===== config.mk =====
export PLATFORM = sky130hd
export DESIGN_NAME = scsi_arb_seq
export DESIGN_NICKNAME = d
export VERILOG_FILES = /design/src/rtl/scsi_arb_pkg.sv /design/src/rtl/scsi_arb_timer.sv /design/src/rtl/scsi_arb_prio.sv /design/src/rtl/scsi_arb_fsm.sv /design/src/rtl/scsi_arb_seq.sv
export SDC_FILE = /design/constraint.sdc
export NUM_CORES = 1
export LEC_CHECK = 0
export ABC_AREA = 1
export CAP_MARGIN = 25
export CORE_ASPECT_RATIO = 0.8
export CORE_MARGIN = 2
export CORE_UTILIZATION = 35
export DETAILED_ROUTE_END_ITERATION = 12
export DONT_BUFFER_PORTS = 1
export GPL_ROUTABILITY_DRIVEN = 0
export HOLD_SLACK_MARGIN = 0.02
export PLACE_DENSITY = 0.47
export SYNTH_ARGS = -nofsm -noshare
export SYNTH_HDL_FRONTEND = slang
export SYNTH_SLANG_ARGS = --single-unit

===== constraint.sdc =====
create_clock -name clk -period 2.4 [get_ports clk]
set_input_delay 0.72 -clock clk [delete_from_list [all_inputs] [get_ports clk]]
set_output_delay 0.72 -clock clk [all_outputs]
set_load 0.02 [all_outputs]

===== src/rtl/scsi_arb_pkg.sv =====
package scsi_arb_pkg;

    typedef enum logic [2:0] {
        ST_IDLE,
        ST_WAIT_FREE,
        ST_ARBITRATE,
        ST_SEL_DELAY,
        ST_SELECTING,
        ST_SEL_RELEASE,
        ST_CONNECTED
    } arb_state_e;

    localparam logic [1:0] MODE_SIMPLE = 2'b00;
    localparam logic [1:0] MODE_FULL   = 2'b11;

    function automatic logic mode_ok(input logic [1:0] m);
        return (m == MODE_SIMPLE) || (m == MODE_FULL);
    endfunction

endpackage


===== src/rtl/scsi_arb_timer.sv =====
module scsi_arb_timer #(
    parameter int CNT_W = 8
) (
    input  logic             clk,
    input  logic             rst_n,
    input  logic             clr,
    output logic [CNT_W-1:0] cnt
);

    // Saturating up-counter; restarted whenever the controller asks.
    always_ff @(posedge clk or negedge rst_n) begin
        if (!rst_n) begin
            cnt <= '0;
        end else if (clr) begin
            cnt <= '0;
        end else if (cnt != {CNT_W{1'b1}}) begin
            cnt <= cnt + 1'b1;
        end
    end

endmodule


===== src/rtl/scsi_arb_prio.sv =====
module scsi_arb_prio #(
    parameter int ID_W = 3
) (
    input  logic [ID_W-1:0]      own_id,
    input  logic [(1<<ID_W)-1:0] bus_data,
    output logic [(1<<ID_W)-1:0] own_mask,
    output logic                 higher_seen
);

    localparam int BUS_W = 1 << ID_W;

    logic [BUS_W-1:0] hi_mask;

    // Per-line decode: own line, and lines that outrank it.
    for (genvar g = 0; g < BUS_W; g++) begin : g_line
        assign own_mask[g] = (own_id == ID_W'(g));
        assign hi_mask[g]  = (ID_W'(g) > own_id);
    end

    assign higher_seen = |(bus_data & hi_mask);

endmodule


===== src/rtl/scsi_arb_fsm.sv =====
module scsi_arb_fsm
    import scsi_arb_pkg::*;
#(
    parameter int CNT_W          = 8,
    parameter int BUS_FREE_CYC   = 4,
    parameter int ARB_DLY_CYC    = 6,
    parameter int CLR_SETTLE_CYC = 150,
    parameter int SEL_TMO_CYC    = 2000,
    parameter int REL_SETTLE_CYC = 2
) (
    input  logic             clk,
    input  logic             rst_n,
    input  logic             go,
    input  logic [1:0]       mode,
    input  logic             bsy_in,
    input  logic             sel_in,
    input  logic             higher_seen,
    input  logic [CNT_W-1:0] cnt,
    output logic             cnt_clr,
    output arb_state_e       state,
    output logic             bsy_oe,
    output logic             sel_oe,
    output logic             drv_own,
    output logic             drv_dest,
    output logic             connected,
    output logic             set_lost,
    output logic             set_won,
    output logic             set_done,
    output logic             set_tmo,
    output logic             snap_ids,
    output logic             seq_done
);

    localparam logic [CNT_W-1:0] FREE_LAST = CNT_W'(BUS_FREE_CYC - 1);
    localparam logic [CNT_W-1:0] ARB_LAST  = CNT_W'(ARB_DLY_CYC - 1);
    localparam logic [CNT_W-1:0] CLR_LAST  = CNT_W'(CLR_SETTLE_CYC - 1);
    localparam logic [CNT_W-1:0] TMO_LAST  = CNT_W'(SEL_TMO_CYC - 1);
    localparam logic [CNT_W-1:0] REL_LAST  = CNT_W'(REL_SETTLE_CYC - 1);

    arb_state_e nxt;
    logic       bus_free;
    logic       simple;

    assign bus_free = !bsy_in && !sel_in;
    assign simple   = (mode == MODE_SIMPLE);

    // State register
    always_ff @(posedge clk or negedge rst_n) begin
        if (!rst_n) begin
            state <= ST_IDLE;
        end else begin
            state <= nxt;
        end
    end

    // Transitions and event pulses
    always_comb begin
        nxt      = state;
        set_lost = 1'b0;
        set_won  = 1'b0;
        set_done = 1'b0;
        set_tmo  = 1'b0;
        snap_ids = 1'b0;
        unique case (state)
            ST_IDLE: begin
                if (go) nxt = ST_WAIT_FREE;
            end
            ST_WAIT_FREE: begin
                if (bus_free && cnt == FREE_LAST) nxt = ST_ARBITRATE;
            end
            ST_ARBITRATE: begin
                if (sel_in) begin
                    if (simple) begin
                        nxt      = ST_IDLE;
                        set_lost = 1'b1;
                    end else begin
                        nxt = ST_WAIT_FREE;
                    end
                end else if (cnt == ARB_LAST) begin
                    if (simple) begin
                        nxt      = ST_IDLE;
                        snap_ids = 1'b1;
                    end else if (higher_seen) begin
                        nxt = ST_WAIT_FREE;
                    end else begin
                        nxt     = ST_SEL_DELAY;
                        set_won = 1'b1;
                    end
                end
            end
            ST_SEL_DELAY: begin
                if (cnt == CLR_LAST) nxt = ST_SELECTING;
            end
            ST_SELECTING: begin
                if (bsy_in) begin
                    nxt      = ST_SEL_RELEASE;
                    set_done = 1'b1;
                end else if (cnt == TMO_LAST) begin
                    nxt     = ST_IDLE;
                    set_tmo = 1'b1;
                end
            end
            ST_SEL_RELEASE: begin
                if (cnt == REL_LAST) nxt = ST_CONNECTED;
            end
            ST_CONNECTED: begin
                if (!bsy_in) nxt = ST_IDLE;
            end
            default: nxt = ST_IDLE;
        endcase
    end

    assign cnt_clr  = (nxt != state) || (state == ST_WAIT_FREE && !bus_free);
    assign seq_done = (state != ST_IDLE) && (state != ST_CONNECTED) &&
                      ((nxt == ST_IDLE) || (nxt == ST_CONNECTED));

    // Bus drive and connection status, decoded from the state
    always_comb begin
        bsy_oe    = 1'b0;
        sel_oe    = 1'b0;
        drv_own   = 1'b0;
        drv_dest  = 1'b0;
        connected = 1'b0;
        unique case (state)
            ST_IDLE, ST_WAIT_FREE: ;
            ST_ARBITRATE: begin
                bsy_oe    = 1'b1;
                drv_own   = 1'b1;
                connected = 1'b1;
            end
            ST_SEL_DELAY: begin
                bsy_oe    = 1'b1;
                sel_oe    = 1'b1;
                drv_own   = 1'b1;
                connected = 1'b1;
            end
            ST_SELECTING: begin
                sel_oe   = 1'b1;
                drv_own  = 1'b1;
                drv_dest = 1'b1;
            end
            ST_SEL_RELEASE: begin
                sel_oe    = 1'b1;
                drv_own   = 1'b1;
                drv_dest  = 1'b1;
                connected = 1'b1;
            end
            ST_CONNECTED: begin
                connected = 1'b1;
            end
            default: ;
        endcase
    end

endmodule


===== src/rtl/scsi_arb_seq.sv =====
module scsi_arb_seq
    import scsi_arb_pkg::*;
#(
    parameter int ID_W           = 3,
    parameter int BUS_FREE_CYC   = 4,
    parameter int ARB_DLY_CYC    = 6,
    parameter int CLR_SETTLE_CYC = 150,
    parameter int SEL_TMO_CYC    = 2000,
    parameter int REL_SETTLE_CYC = 2
) (
    input  logic                 clk,
    input  logic                 rst_n,
    input  logic                 cfg_wr,
    input  logic [1:0]           cfg_mode,
    input  logic                 cfg_start,
    input  logic                 stat_rd,
    input  logic [ID_W-1:0]      own_id,
    input  logic [ID_W-1:0]      dest_id,
    input  logic                 bsy_in,
    input  logic                 sel_in,
    input  logic [(1<<ID_W)-1:0] data_in,
    output logic                 bsy_oe,
    output logic                 sel_oe,
    output logic [(1<<ID_W)-1:0] data_oe,
    output logic [1:0]           ctl_mode,
    output logic                 ctl_start,
    output logic                 st_lost,
    output logic                 st_won,
    output logic                 st_done,
    output logic                 st_tmo,
    output logic                 st_conn,
    output logic [(1<<ID_W)-1:0] arb_ids
);

    localparam int BUS_W   = 1 << ID_W;
    localparam int MAX_A   = (BUS_FREE_CYC > ARB_DLY_CYC) ? BUS_FREE_CYC : ARB_DLY_CYC;
    localparam int MAX_B   = (CLR_SETTLE_CYC > SEL_TMO_CYC) ? CLR_SETTLE_CYC : SEL_TMO_CYC;
    localparam int MAX_C   = (MAX_A > MAX_B) ? MAX_A : MAX_B;
    localparam int MAX_CYC = (MAX_C > REL_SETTLE_CYC) ? MAX_C : REL_SETTLE_CYC;
    localparam int CNT_W   = $clog2(MAX_CYC + 1);

    arb_state_e       state;
    logic [CNT_W-1:0] cnt;
    logic             cnt_clr;
    logic             go;
    logic             drv_own, drv_dest;
    logic             set_lost, set_won, set_done, set_tmo;
    logic             snap_ids, seq_done;
    logic             higher_seen;
    logic [BUS_W-1:0] own_mask, dest_mask;

    // A start is taken only from rest, with a defined mode, off the bus.
    assign go = cfg_wr && cfg_start && !ctl_start && mode_ok(cfg_mode) &&
                !st_conn && (state == ST_IDLE);

    // Control word
    always_ff @(posedge clk or negedge rst_n) begin
        if (!rst_n) begin
            ctl_mode  <= MODE_FULL;
            ctl_start <= 1'b0;
        end else begin
            if (seq_done) ctl_start <= 1'b0;
            if (cfg_wr && !ctl_start) begin
                ctl_mode <= cfg_mode;
                if (go) ctl_start <= 1'b1;
            end
        end
    end

    // Sticky status flags: a new event outranks the read clear.
    always_ff @(posedge clk or negedge rst_n) begin
        if (!rst_n) begin
            st_lost <= 1'b0;
            st_won  <= 1'b0;
            st_done <= 1'b0;
            st_tmo  <= 1'b0;
        end else begin
            st_lost <= set_lost || (st_lost && !stat_rd);
            st_won  <= set_won  || (st_won  && !stat_rd);
            st_done <= set_done || (st_done && !stat_rd);
            st_tmo  <= set_tmo  || (st_tmo  && !stat_rd);
        end
    end

    always_ff @(posedge clk or negedge rst_n) begin
        if (!rst_n) begin
            arb_ids <= '0;
        end else if (snap_ids) begin
            arb_ids <= data_in;
        end
    end

    assign dest_mask = BUS_W'(1) << dest_id;
    assign data_oe   = ({BUS_W{drv_own}} & own_mask) | ({BUS_W{drv_dest}} & dest_mask);

    scsi_arb_timer #(.CNT_W(CNT_W)) u_timer (
        .clk   (clk),
        .rst_n (rst_n),
        .clr   (cnt_clr),
        .cnt   (cnt)
    );

    scsi_arb_prio #(.ID_W(ID_W)) u_prio (
        .own_id      (own_id),
        .bus_data    (data_in),
        .own_mask    (own_mask),
        .higher_seen (higher_seen)
    );

    scsi_arb_fsm #(
        .CNT_W          (CNT_W),
        .BUS_FREE_CYC   (BUS_FREE_CYC),
        .ARB_DLY_CYC    (ARB_DLY_CYC),
        .CLR_SETTLE_CYC (CLR_SETTLE_CYC),
        .SEL_TMO_CYC    (SEL_TMO_CYC),
        .REL_SETTLE_CYC (REL_SETTLE_CYC)
    ) u_fsm (
        .clk         (clk),
        .rst_n       (rst_n),
        .go          (go),
        .mode        (ctl_mode),
        .bsy_in      (bsy_in),
        .sel_in      (sel_in),
        .higher_seen (higher_seen),
        .cnt         (cnt),
        .cnt_clr     (cnt_clr),
        .state       (state),
        .bsy_oe      (bsy_oe),
        .sel_oe      (sel_oe),
        .drv_own     (drv_own),
        .drv_dest    (drv_dest),
        .connected   (st_conn),
        .set_lost    (set_lost),
        .set_won     (set_won),
        .set_done    (set_done),
        .set_tmo     (set_tmo),
        .snap_ids    (snap_ids),
        .seq_done    (seq_done)
    );

endmodule


# After elaboration in Yosys (flattened, before gate mapping)
# Index checks and enable logic that the tools add are counted.
# totals
in_bits,23
wordCells,126
register_bits,29
output_inout_bits,26
# classes
add_sub_neg,1
magnitude_cmp,8
n_mux,39
reduce_logical,41
eq_ne,23
shift,1
bitwise,4
# op_table
op,count
$mux W3,10
$mux W1,25
$and A8 B8 Y8,3
$eq A3 B3 Y1 const B,8
$mux W11,2
$pmux W3 S7,1
$logic_and A1 B1 Y1,15
$eq A3 B2 Y1 const B,4
$gt A3 B3 Y1 const A,4
$add A11 B1 Y11 const B,1
$eq A11 B1 Y1 const B,1
$eq A11 B11 Y1 const B,1
$eq A11 B2 Y1 const B,1
$eq A11 B3 Y1 const B,1
$eq A11 B8 Y1 const B,1
$ne A11 B11 Y1 const B,1
$logic_not A3 Y1,3
$or A8 B8 Y8,1
$reduce_or A4 Y1,2
$reduce_or A8 Y1,1
$shl A1 B3 Y8 const A,1
$logic_or A1 B1 Y1,7
$eq A3 B1 Y1 const B,2
$gt A1 B3 Y1 const A,2
11 further kinds,19

# Logic depth before layout (Yosys ltp)
# Gate-level depths: netlist of run 1.
# logic_depth
ltp_word,14
ltp_mapped,14

# By module
# From an unflattened synthesis of run 1, not the netlist that was laid out.
# hier_totals
cells_unflattened,320
hier_area_um2,2158.3
# modules_own_cells
mod,seq_area_each_um2,cells_per_inst,n_inst,area_per_inst_um2
scsi_arb_seq,377.9,80,1,752.0
scsi_arb_timer,275.3,85,1,651.9
scsi_arb_fsm,75.1,120,1,614.3
scsi_arb_prio,0.0,35,1,140.1

# Worst setup path after synthesis of run 1
# Ideal clock, no wire load.
# synth_path
path_kind,register to output
start,register u_fsm.state[1]
end,output port data_oe[1]
n_path_buf,0
required_ns,1.680
stages_incl_launch_ff,8
t_arrival_ns,1.577
setup_slack_ns,0.103
path_cell_list,dfrtp_1 inv_1 nand2_1 nor2_1 inv_1 nand2_1 inv_1 o31ai_1
# synth_via
elab_chain_cells,5
elab_cells_between_ends,11
classes_between,eq/ne (4); mux (2); bitwise (3); reduce/logical (2)
# synth_rtl
element,line_no,rtl
start: declaration,scsi_arb_fsm.sv:20,"output arb_state_e state,"
start signal: assignment,scsi_arb_fsm.sv:52,state <= nxt;
$eq A3 B2 Y1 / $eq A3 B3 Y1 (equally long branches),scsi_arb_fsm.sv:124,unique case (state)
$reduce_or A4 Y1 (no source line) / $reduce_or A2 Y1 (equally long branches),--,
$mux W1,scsi_arb_fsm.sv:124,
$and A8 B8 Y8,scsi_arb_seq.sv:94,assign data_oe = ({BUS_W{drv_own}} & own_mask) | ({BUS_W{drv_dest}} & dest_mask);
$or A8 B8 Y8 *,scsi_arb_seq.sv:94,
end: declaration,scsi_arb_seq.sv:24,"output logic [(1<<ID_W)-1:0] data_oe,"
# Every way passes the cells marked *; elsewhere a longest branch is shown, timed or not.

# Final worst setup path of run 1
# layout_path
start,register u_fsm.state[1]
end,output port data_oe[2]
# Same word-level chain as after synthesis.

==> results.sh, run 1 <==
export IMPL_clock_fmax_ghz=0.415
export IMPL_io_buffers=0
export IMPL_cts_hold_buf=0
export IMPL_setup_viol=3
export IMPL_fin_tns_setup_ns=-0.0228
export IMPL_grt_pass1_vias=1581
export IMPL_die_h_um=70.7
export IMPL_synth_seq_area_share=0.375
export IMPL_power_density_nw_per_um2=768
export IMPL_cts_tree="done"
export IMPL_area_growth_pct=22.5
export IMPL_r2r_start="u_timer.cnt[1]"
export IMPL_worstSetupEndpointType="primary output"
export IMPL_synth_distinct_cells=32
export IMPL_power_leakage_uw=0.00115
export IMPL_regToRegSetupSlack_ns=0.40
export IMPL_drt_wl_total_um=4890
export IMPL_clock_skew_ns=0.00468
export IMPL_drv_slew=0
export IMPL_rsz0062_at_grt="yes"
export IMPL_synth_most_common_cell="nand2_1"
export IMPL_min_path_type="in -> async"
export IMPL_grt_pass1_wl_um=7710
export IMPL_ant_nets=0
export IMPL_critPathKind="reg -> out"
export IMPL_dr_pass1_iters=4
export IMPL_ys_seq_elements=29
export IMPL_failed_checks="negative setup slack"
export IMPL_fin_crit_sh=1.00
export IMPL_grt_use_total=0.159
export IMPL_dp_cells=328
export IMPL_core_area_um2=5410
export IMPL_yosysWarnings=0
export IMPL_drtIter0Drc=107
export IMPL_crit_required_ns=1.68
export IMPL_cts_sinks=29
export IMPL_wl_per_cell_um=14.2
export IMPL_worst_pin_slew_ns=0.455
export IMPL_std_cell_rows=24
export IMPL_ir_drop_v=0.000487
export IMPL_root_buffer="clkbuf_8"
export IMPL_reg2reg_depth=11
export IMPL_synth_cells=253
export IMPL_synthArstFlopShare=1.00
export IMPL_start_kind="flip-flop"
export IMPL_path_clk_slew_ns=0.07
export IMPL_syn_nets=278
export IMPL_reg2reg_to="u_timer.cnt[0]"
export IMPL_cts_made_buffers=5
export IMPL_layout_drive_gt1_share=0.336
export IMPL_synth_top_cell_by_area="dfrtp_1"
export IMPL_viasPerCell=5.08
export IMPL_fin_crit_ns=2.41
export IMPL_crit_fanout=4
export IMPL_synth_flop_cell="dfrtp_1"
export IMPL_synth_area_um2=1940
export IMPL_ys_top_cells_by_count="nand2_1, inv_1, dfrtp_1"
export IMPL_clk_latency_ns=0.28
export IMPL_finalWorstSetupSlack_ns=-0.0107
export IMPL_synth_edf_count=0
export IMPL_n_antenna_cell=0
export IMPL_relSlewSlack=0.695
export IMPL_io_pins=49
export IMPL_clockBufferDepth=2
export IMPL_final_nets=304
export IMPL_antenna_found_initial=0
export IMPL_arrival_ns=1.69
export IMPL_status="finished, violations left"
export IMPL_drc_errors=0
export IMPL_critPathLaunch="u_fsm.state[1]"
export IMPL_vias=1751
export IMPL_synth_top_area_frac=0.347
export IMPL_crit_end="data_oe[2]"
export IMPL_dp_hpwl_um=3710
export IMPL_start_util=0.360
export IMPL_netlist_top_cells_area="dfrtp_1, nand2_1, inv_1, nand3_1, nor2_1"
export IMPL_dieArea_um2=6170
export IMPL_synth_area_per_cell_um2=7.69
export IMPL_htreeDepth=2
export IMPL_dieWidth_um=87.3
export IMPL_timing_final_hold_violations=0
export IMPL_final_cells=345
export IMPL_gr_total_overflow=0
export IMPL_grt_max_degree=30
export IMPL_cap_violations=0
## metal layers
layer,vias up,GRT usage,part of all wire
met5,-,0,0
met4,0,0.0308,0.0039
met3,2,0.0420,0.087
met2,71,0.221,0.43
met1,805,0.247,0.48
li1,873,-,-
## flip-flops by register name, summed over array words and instances (netlist names)
| name | flops |
|---|---|
| ctl_mode | 2 |
| ctl_start | 1 |
| st_lost | 1 |
| u_fsm.state | 3 |
| st_tmo | 1 |
| arb_ids | 8 |
| st_done | 1 |
| u_timer.cnt | 11 |
| st_won | 1 |
## cell families after synthesis
family                   share of synthesized area
multiplexers                                0.0399
AND/OR/NAND/NOR                              0.382
flip-flops                                   0.375
buffers and inverters                       0.0849
adder cells (fa/ha/maj)                     0.0129
XOR/XNOR                                    0.0225
AO/OA/AOI/OAI                               0.0830
## what timing repair did
| action | 4_1_cts | 5_1_grt |
|---|---|---|
| gates resized for setup | 9 | 15 |
| buffers inserted | 6 | 3 |
| endpoints found under the setup margin | 8 | 8 |
| pin swaps | 4 | 5 |
## per-stage QoR
stage / power [uW] / cell area, um^2 / setup WS (ns) / hold WS [ns] / utilization
after global routing: 1950 / 2380 / -0.0885 / 0.109 / 0.441
after global placement: 1140 / 2100 / 0.150 / 0.425 / 0.388
after floorplan: 1030 / 1940 / 0.103 / 0.424 / -
after detailed placement: 1140 / 2100 / 0.0983 / 0.426 / 0.388
after CTS: 1810 / 2290 / -0.0131 / 0.120 / 0.424
final: 1830 / 2380 / -0.0107 / 0.131 / 0.441
## worst max-delay path, stage by stage, from the launching register on
cell and delay (ns):
dfrtp_1 0.39, buf_4 0.13, buf_4 0.14, nand3_4 0.11
nand2_2 0.09, nor2_4 0.15, inv_2 0.07, nand3_2 0.09
o32ai_2 0.08, buf_4 0.16
## worst min path at each step
stage           from              to  slack (ns)  depth (start not counted)
2_1_floorplan  rst_n      arb_ids[0]        0.42                          0
3_3_place_gp   rst_n  u_timer.cnt[1]        0.43                          0
3_5_place_dp   rst_n  u_timer.cnt[1]        0.43                          0
4_1_cts        rst_n         st_lost        0.12                          0
5_1_grt        rst_n         st_lost        0.11                          0
6_report       rst_n         st_lost        0.13                          0
## power by group
group | internal [uW] | switching [uW]
clock network | 412 | 199
registers | 546 | 66.3
logic | 225 | 380
total | 1180 | 645
## cells in the final DEF (no fill, tap or decap), drive strengths merged, types with 2 or more instances in the layout
| master | instances |
|---|---|
| nand4 | 6 |
| nand3 | 23 |
| or2 | 2 |
| nand2 | 66 |
| a21oi | 3 |
| bufinv | 2 |
| o32ai | 3 |
| xor2 | 3 |
| inv | 41 |
| dfstp | 2 |
| nor3 | 3 |
| ha | 2 |
| mux2 | 6 |
| dfrtp | 27 |
| buf | 20 |
| o22ai | 6 |
| o21ai | 15 |
| xnor2 | 2 |
| clkbuf | 5 |
| nor2 | 38 |
## area by class of cell
cell class | instances | area, um^2
Multi-Input combinational cell | 182 | 1120
Clock inverter | 3 | 65.1
Clock buffer | 5 | 68.8
Fill cell | 529 | 3020
Inverter | 41 | 154
Timing Repair Buffer | 20 | 161
Sequential cell | 29 | 729
Tap cell | 65 | 81.3
Power figures use the tool's default switching activity.
==> run 2: changes to the inputs <==
PLACE_DENSITY = 0.49   (was 0.47)
clock period = 2.2 ns   (was 2.4 ns; I/O delays follow)
==> run 2 against run 1 <==
  * The flow still finishes with violations (negative setup slack)
  * Wire length up 3.9%
  * Combinational power up 36%
  * Sequential power up 10%
  * Non-clock buffer count up 9
==> results.sh, run 2 (same netlist as run 1, synthesis figures left out) <==
export IMPL_placed_area_um2=2160
export IMPL_dieWidth_um=87.3
export IMPL_largest_register="u_timer.cnt"
export IMPL_ant_nets=0
export IMPL_clk_latency_ns=0.28
export IMPL_final_nets=313
export IMPL_min_path_type="in -> async"
export IMPL_critPathKind="reg -> out"
export IMPL_path_cells="buf_6, nand2_4, nor2_4, inv_2, nand2_4, buf_6, nand3_4, o22ai_2, buf_6"
export IMPL_drt_wl_total_um=5080
export IMPL_rsz0062_at_grt="yes"
export IMPL_grt_pass1_vias=1730
export IMPL_fin_tns_setup_ns=-0.566
export IMPL_clock_fmax_ghz=0.436
export IMPL_final_common_cell="nand2_1"
export IMPL_drtIter0Drc=58
export IMPL_status="finished, violations left"
export IMPL_clockBufferDepth=2
export IMPL_finalWorstSetupSlack_ns=-0.0927
export IMPL_grt_max_degree=30
export IMPL_drv_slew=0
export IMPL_dr_pass1_iters=4
export IMPL_core_area_um2=5410
export IMPL_cp_common_cell="buf_6"
export IMPL_ir_drop_v=0.000648
export IMPL_start_kind="flip-flop"
export IMPL_drc_errors=0
export IMPL_dp_hpwl_um=3790
export IMPL_fin_crit_ns=2.29
export IMPL_dieArea_um2=6170
export IMPL_antenna_found_initial=0
export IMPL_reg2reg_depth=13
export IMPL_start_util=0.360
export IMPL_std_cell_rows=24
export IMPL_cts_tree="done"
export IMPL_cts_sinks=29
export IMPL_grt_pass1_wl_um=8380
export IMPL_power_leakage_uw=0.00118
export IMPL_critPathTopFamily="buffers and inverters"
export IMPL_clock_skew_ns=0.00345
export IMPL_fin_util=0.466
export IMPL_grt_use_total=0.174
export IMPL_reg2reg_to="u_timer.cnt[0]"
export IMPL_cap_violations=0
export IMPL_setup_viol=8
export IMPL_fin_crit_sh=1.04
export IMPL_gr_total_overflow=0
export IMPL_arrival_ns=1.63
export IMPL_cp_buffers_inverters=4
export IMPL_power_density_nw_per_um2=767
export IMPL_relSlewSlack=0.739
export IMPL_area_growth_pct=29.5
export IMPL_regToRegSetupSlack_ns=0.21
export IMPL_top_regs="u_timer.cnt (11), arb_ids (8), u_fsm.state (3)"
export IMPL_cpMaxStageDelayCell="dfrtp_1"
export IMPL_die_h_um=70.7
export IMPL_crit_fanout=3
export IMPL_timing_final_hold_violations=0
export IMPL_io_pins=49
export IMPL_num_fill_cells=534
export IMPL_r2r_start="u_fsm.state[0]"
export IMPL_htreeDepth=2
export IMPL_vias=1769
export IMPL_cts_hold_buf=0
export IMPL_io_buffers=0
export IMPL_worstSetupEndpointType="primary output"
export IMPL_worst_pin_slew_ns=0.389
export IMPL_fin_area_um2=2520
export IMPL_largest_register_ffs=11
export IMPL_most_common_layout_cells="nand2_1, inv_1, dfrtp_1, buf_4, nor2_1"
export IMPL_viasPerCell=5.00
export IMPL_cpPeakStageDelay_ns=0.41
export IMPL_n_antenna_cell=0
export IMPL_root_buffer="clkbuf_8"
export IMPL_path_clk_slew_ns=0.07
export IMPL_crit_required_ns=1.54
export IMPL_layout_drive_gt1_share=0.388
export IMPL_failed_checks="negative setup slack"
export IMPL_cts_made_buffers=5
export IMPL_wl_per_cell_um=14.3
## run 2: cell count changes in the layout (fill, tap and decap cells not counted), sizes merged
cell,change
buf,+9
clkbuf,+1
clkinv,+1
bufinv,-2
## run 2: metal layers
metal,part of all wire,global-route usage
met5,0,0
met4,0.0087,0.0496
met3,0.063,0.0455
met2,0.42,0.247
met1,0.50,0.261
## run 2: layout make-up
class / count / area [um^2] / share of cell area
clock buffer: 6 / 72.6 / 0.0288
multi-input combinational: 182 / 1220 / 0.483
clock inverter: 2 / 10.0 / 0.00397
tap: 65 / 81.3 / 0.0323
timing repair buffer: 29 / 245 / 0.0974
sequential: 29 / 729 / 0.290
inverter: 41 / 164 / 0.0651
## run 2: stage by stage
stage               hold slack [ns]  cells  power (uW)  worst slack [ns]
global route                 0.0500    354        2070            -0.158
floorplan                     0.364    253        1130           -0.0372
detailed placement            0.365    332        1300           0.00444
finish                       0.0676    354        1930           -0.0927
CTS                          0.0543    349        1870            -0.116
global placement              0.365    332        1300            0.0678
## run 2: worst max-delay path by stage
stage	from	endpoint	slack [ns]	depth (start not counted)
after floorplan	u_fsm.state[1]	data_oe[1]	-0.04	7
after global placement	u_fsm.state[1]	data_oe[2]	0.07	10
after detailed placement	u_fsm.state[1]	data_oe[2]	0.004	10
after CTS	u_fsm.state[1]	data_oe[2]	-0.12	10
after global routing	u_fsm.state[0]	data_oe[2]	-0.16	10
final	u_fsm.state[0]	data_oe[7]	-0.09	9
## run 2: power breakdown
| part | internal (uW) | switching [uW] |
|---|---|---|
| logic | 357 | 467 |
| registers | 596 | 77.8 |
| clock network | 219 | 214 |
| total | 1170 | 759 |
## run 2: what timing repair did
item,4_1_cts,5_1_grt
buffers inserted,9,5
resized for setup,33,11
pin swaps,11,7
setup endpoints to repair,8,8
gates cloned,0,0
==> run 3: changes to the inputs <==
ABC_AREA = unset   (was 1)
==> run 3 against run 2 <==
  * The run still ends with negative setup slack left
  * Combinational power grew 53%
  * Non-clock buffer count grew 12
  * Highest routed layer unchanged
  * Synthesized area shrank 1.9%
  * Cell area grew 3.9%
  * First-iteration DRC count grew 50%
  * Critical path depth shrank 2
  * Register-to-register slack lost 0.29 ns
  * Critical endpoint is now u_timer.cnt[5]
  * Synthesized cell count shrank 26%
==> results.sh, run 3 <==
export IMPL_synth_cells=188
export IMPL_io_pins=49
export IMPL_root_buffer="clkbuf_8"
export IMPL_yosysWarnings=0
export IMPL_clockBufferDepth=2
export IMPL_power_density_nw_per_um2=970
export IMPL_cts_tree="done"
export IMPL_cts_hold_buf=0
export IMPL_top_regs="u_timer.cnt (11), arb_ids (8), u_fsm.state (3)"
export IMPL_vias=1635
export IMPL_synth_most_common_cell="dfrtp_1"
export IMPL_cts_sinks=29
export IMPL_grt_use_total=0.173
export IMPL_drv_slew=0
export IMPL_path_clk_slew_ns=0.07
export IMPL_ant_nets=0
export IMPL_setup_viol=14
export IMPL_drtIter0Drc=87
export IMPL_viasPerCell=5.54
export IMPL_largest_register_ffs=11
export IMPL_start_util=0.357
export IMPL_power_leakage_uw=0.00109
export IMPL_fin_hold_ws_ns=0.0669
export IMPL_synth_top_area_frac=0.354
export IMPL_relSlewSlack=0.641
export IMPL_fin_util=0.489
export IMPL_timing_final_hold_violations=0
export IMPL_std_cell_rows=24
export IMPL_die_h_um=70.0
export IMPL_core_area_um2=5350
export IMPL_critPathKind="reg -> reg"
export IMPL_grt_pass1_vias=1633
export IMPL_clk_latency_ns=0.29
export IMPL_synth_distinct_cells=57
export IMPL_most_common_layout_cells="buf_4, dfrtp_1, nor2_1, nand2_1, nor3_2"
export IMPL_synth_top_cell_by_area="dfrtp_1"
export IMPL_gr_total_overflow=0
export IMPL_synth_area_per_cell_um2=10.1
export IMPL_largest_register="u_timer.cnt"
export IMPL_power_uw=2540
export IMPL_area_growth_pct=37.1
export IMPL_synth_edf_count=0
export IMPL_drc_errors=0
export IMPL_layout_drive_gt1_share=0.454
export IMPL_finalWorstSetupSlack_ns=-0.0831
export IMPL_synth_flop_cell="dfrtp_1"
export IMPL_final_common_cell="buf_4"
export IMPL_status="finished, violations left"
export IMPL_netlist_top_cells_area="dfrtp_1, nor3_2, mux2_2, nand2b_1, dfstp_2"
export IMPL_final_nets=253
export IMPL_cap_violations=0
export IMPL_clock_skew_ns=0.00942
export IMPL_syn_nets=213
export IMPL_fin_crit_ns=2.28
export IMPL_dieArea_um2=6060
export IMPL_drt_wl_total_um=5070
export IMPL_ys_top_cells_by_count="dfrtp_1, nand2_1, nor2_1"
export IMPL_clock_fmax_ghz=0.438
export IMPL_dr_pass1_iters=4
export IMPL_antenna_found_initial=0
export IMPL_fin_tns_setup_ns=-0.898
export IMPL_synthArstFlopShare=1.00
export IMPL_start_kind="flip-flop"
export IMPL_htreeDepth=2
export IMPL_dieWidth_um=86.6
export IMPL_min_path_type="in -> async"
export IMPL_grt_max_degree=30
export IMPL_arrival_ns=2.48
export IMPL_failed_checks="negative setup slack"
export IMPL_ir_drop_v=0.000375
export IMPL_synth_area_um2=1910
export IMPL_cts_made_buffers=5
export IMPL_dp_hpwl_um=3970
export IMPL_fin_crit_sh=1.04
export IMPL_wl_per_cell_um=17.2
export IMPL_ys_seq_elements=29
export IMPL_rsz0062_at_grt="yes"
export IMPL_crit_fanout=10
export IMPL_synth_seq_area_share=0.382
export IMPL_grt_pass1_wl_um=8250
export IMPL_io_buffers=0
export IMPL_reg2reg_depth=7
export IMPL_crit_required_ns=2.40
export IMPL_worstSetupEndpointType="flip-flop"
export IMPL_worst_pin_slew_ns=0.532
-- run 3: worst max-delay path, stage by stage, from the launching register on --
cell      delay, ns
dfrtp_1        0.43
nor4_4         0.41
a31oi_1        0.13
or4_1          0.44
o211ai_2       0.12
mux2_4         0.35
buf_12         0.15
nor3_2         0.17
-- run 3: path summary, 6_finish.rpt --
kind | start | to | slack [ns]
min in group clk | stat_rd | st_done | 0.49
max in group asynchronous | rst_n | ctl_mode[1] | 1.94
worst max register to register | u_timer.cnt[10] | u_timer.cnt[5] | -0.08
worst min register to register | arb_ids[6] | arb_ids[6] | 0.63
worst min-delay path | rst_n | arb_ids[6] | 0.07
worst max-delay path | u_timer.cnt[10] | u_timer.cnt[5] | -0.08
-- run 3: repair_timing --
item,in CTS,in global routing
gates resized for setup,14,15
pin swaps,4,10
endpoints found under the hold margin,0,0
buffers inserted,4,3
endpoints found under the setup margin,19,27
-- run 3: logic make-up after synthesis --
group,count (synthesis),share of synthesized area
XOR/XNOR,11,0.0505
multiplexers,9,0.0551
adder cells (fa/ha/maj),3,0.0184
buffers and inverters,16,0.0446
flip-flops,29,0.382
AO/OA/AOI/OAI,34,0.143
AND/OR/NAND/NOR,86,0.307
-- run 3: through the flow --
| stage | cell area, um^2 | instances | setup WS (ns) |
|---|---|---|---|
| after floorplan | 2000 | 188 | -0.0489 |
| after global placement | 2300 | 279 | -0.259 |
| after global routing | 2610 | 294 | -0.193 |
| after detailed placement | 2300 | 279 | -0.243 |
| final | 2620 | 295 | -0.0831 |
| after CTS | 2510 | 291 | -0.0852 |
-- run 3: area by class of cell --
| class | instances | area [um^2] |
|---|---|---|
| tap | 65 | 81.3 |
| fill | 496 | 2730 |
| timing repair buffer | 41 | 344 |
| clock inverter | 2 | 37.5 |
| clock buffer | 6 | 82.6 |
| antenna | 1 | 2.50 |
| inverter | 8 | 30.0 |
| sequential | 29 | 731 |
| multi-input combinational | 143 | 1310 |
-- run 3: layer usage --
layer  track usage  share of wire  vias up
met4        0.0313         0.0045        0
li1              -              -      779
met3        0.0532          0.065        4
met5             0              0        -
met1         0.257           0.47      810
met2         0.250           0.46       42
-- run 3: report_power, final --
part	leakage, uW	internal (uW)	switching (uW)
Sequential	0.000389	603	89.8
Clock	0.0000574	368	215
Combinational	0.000648	644	619
Total	0.00109	1620	923
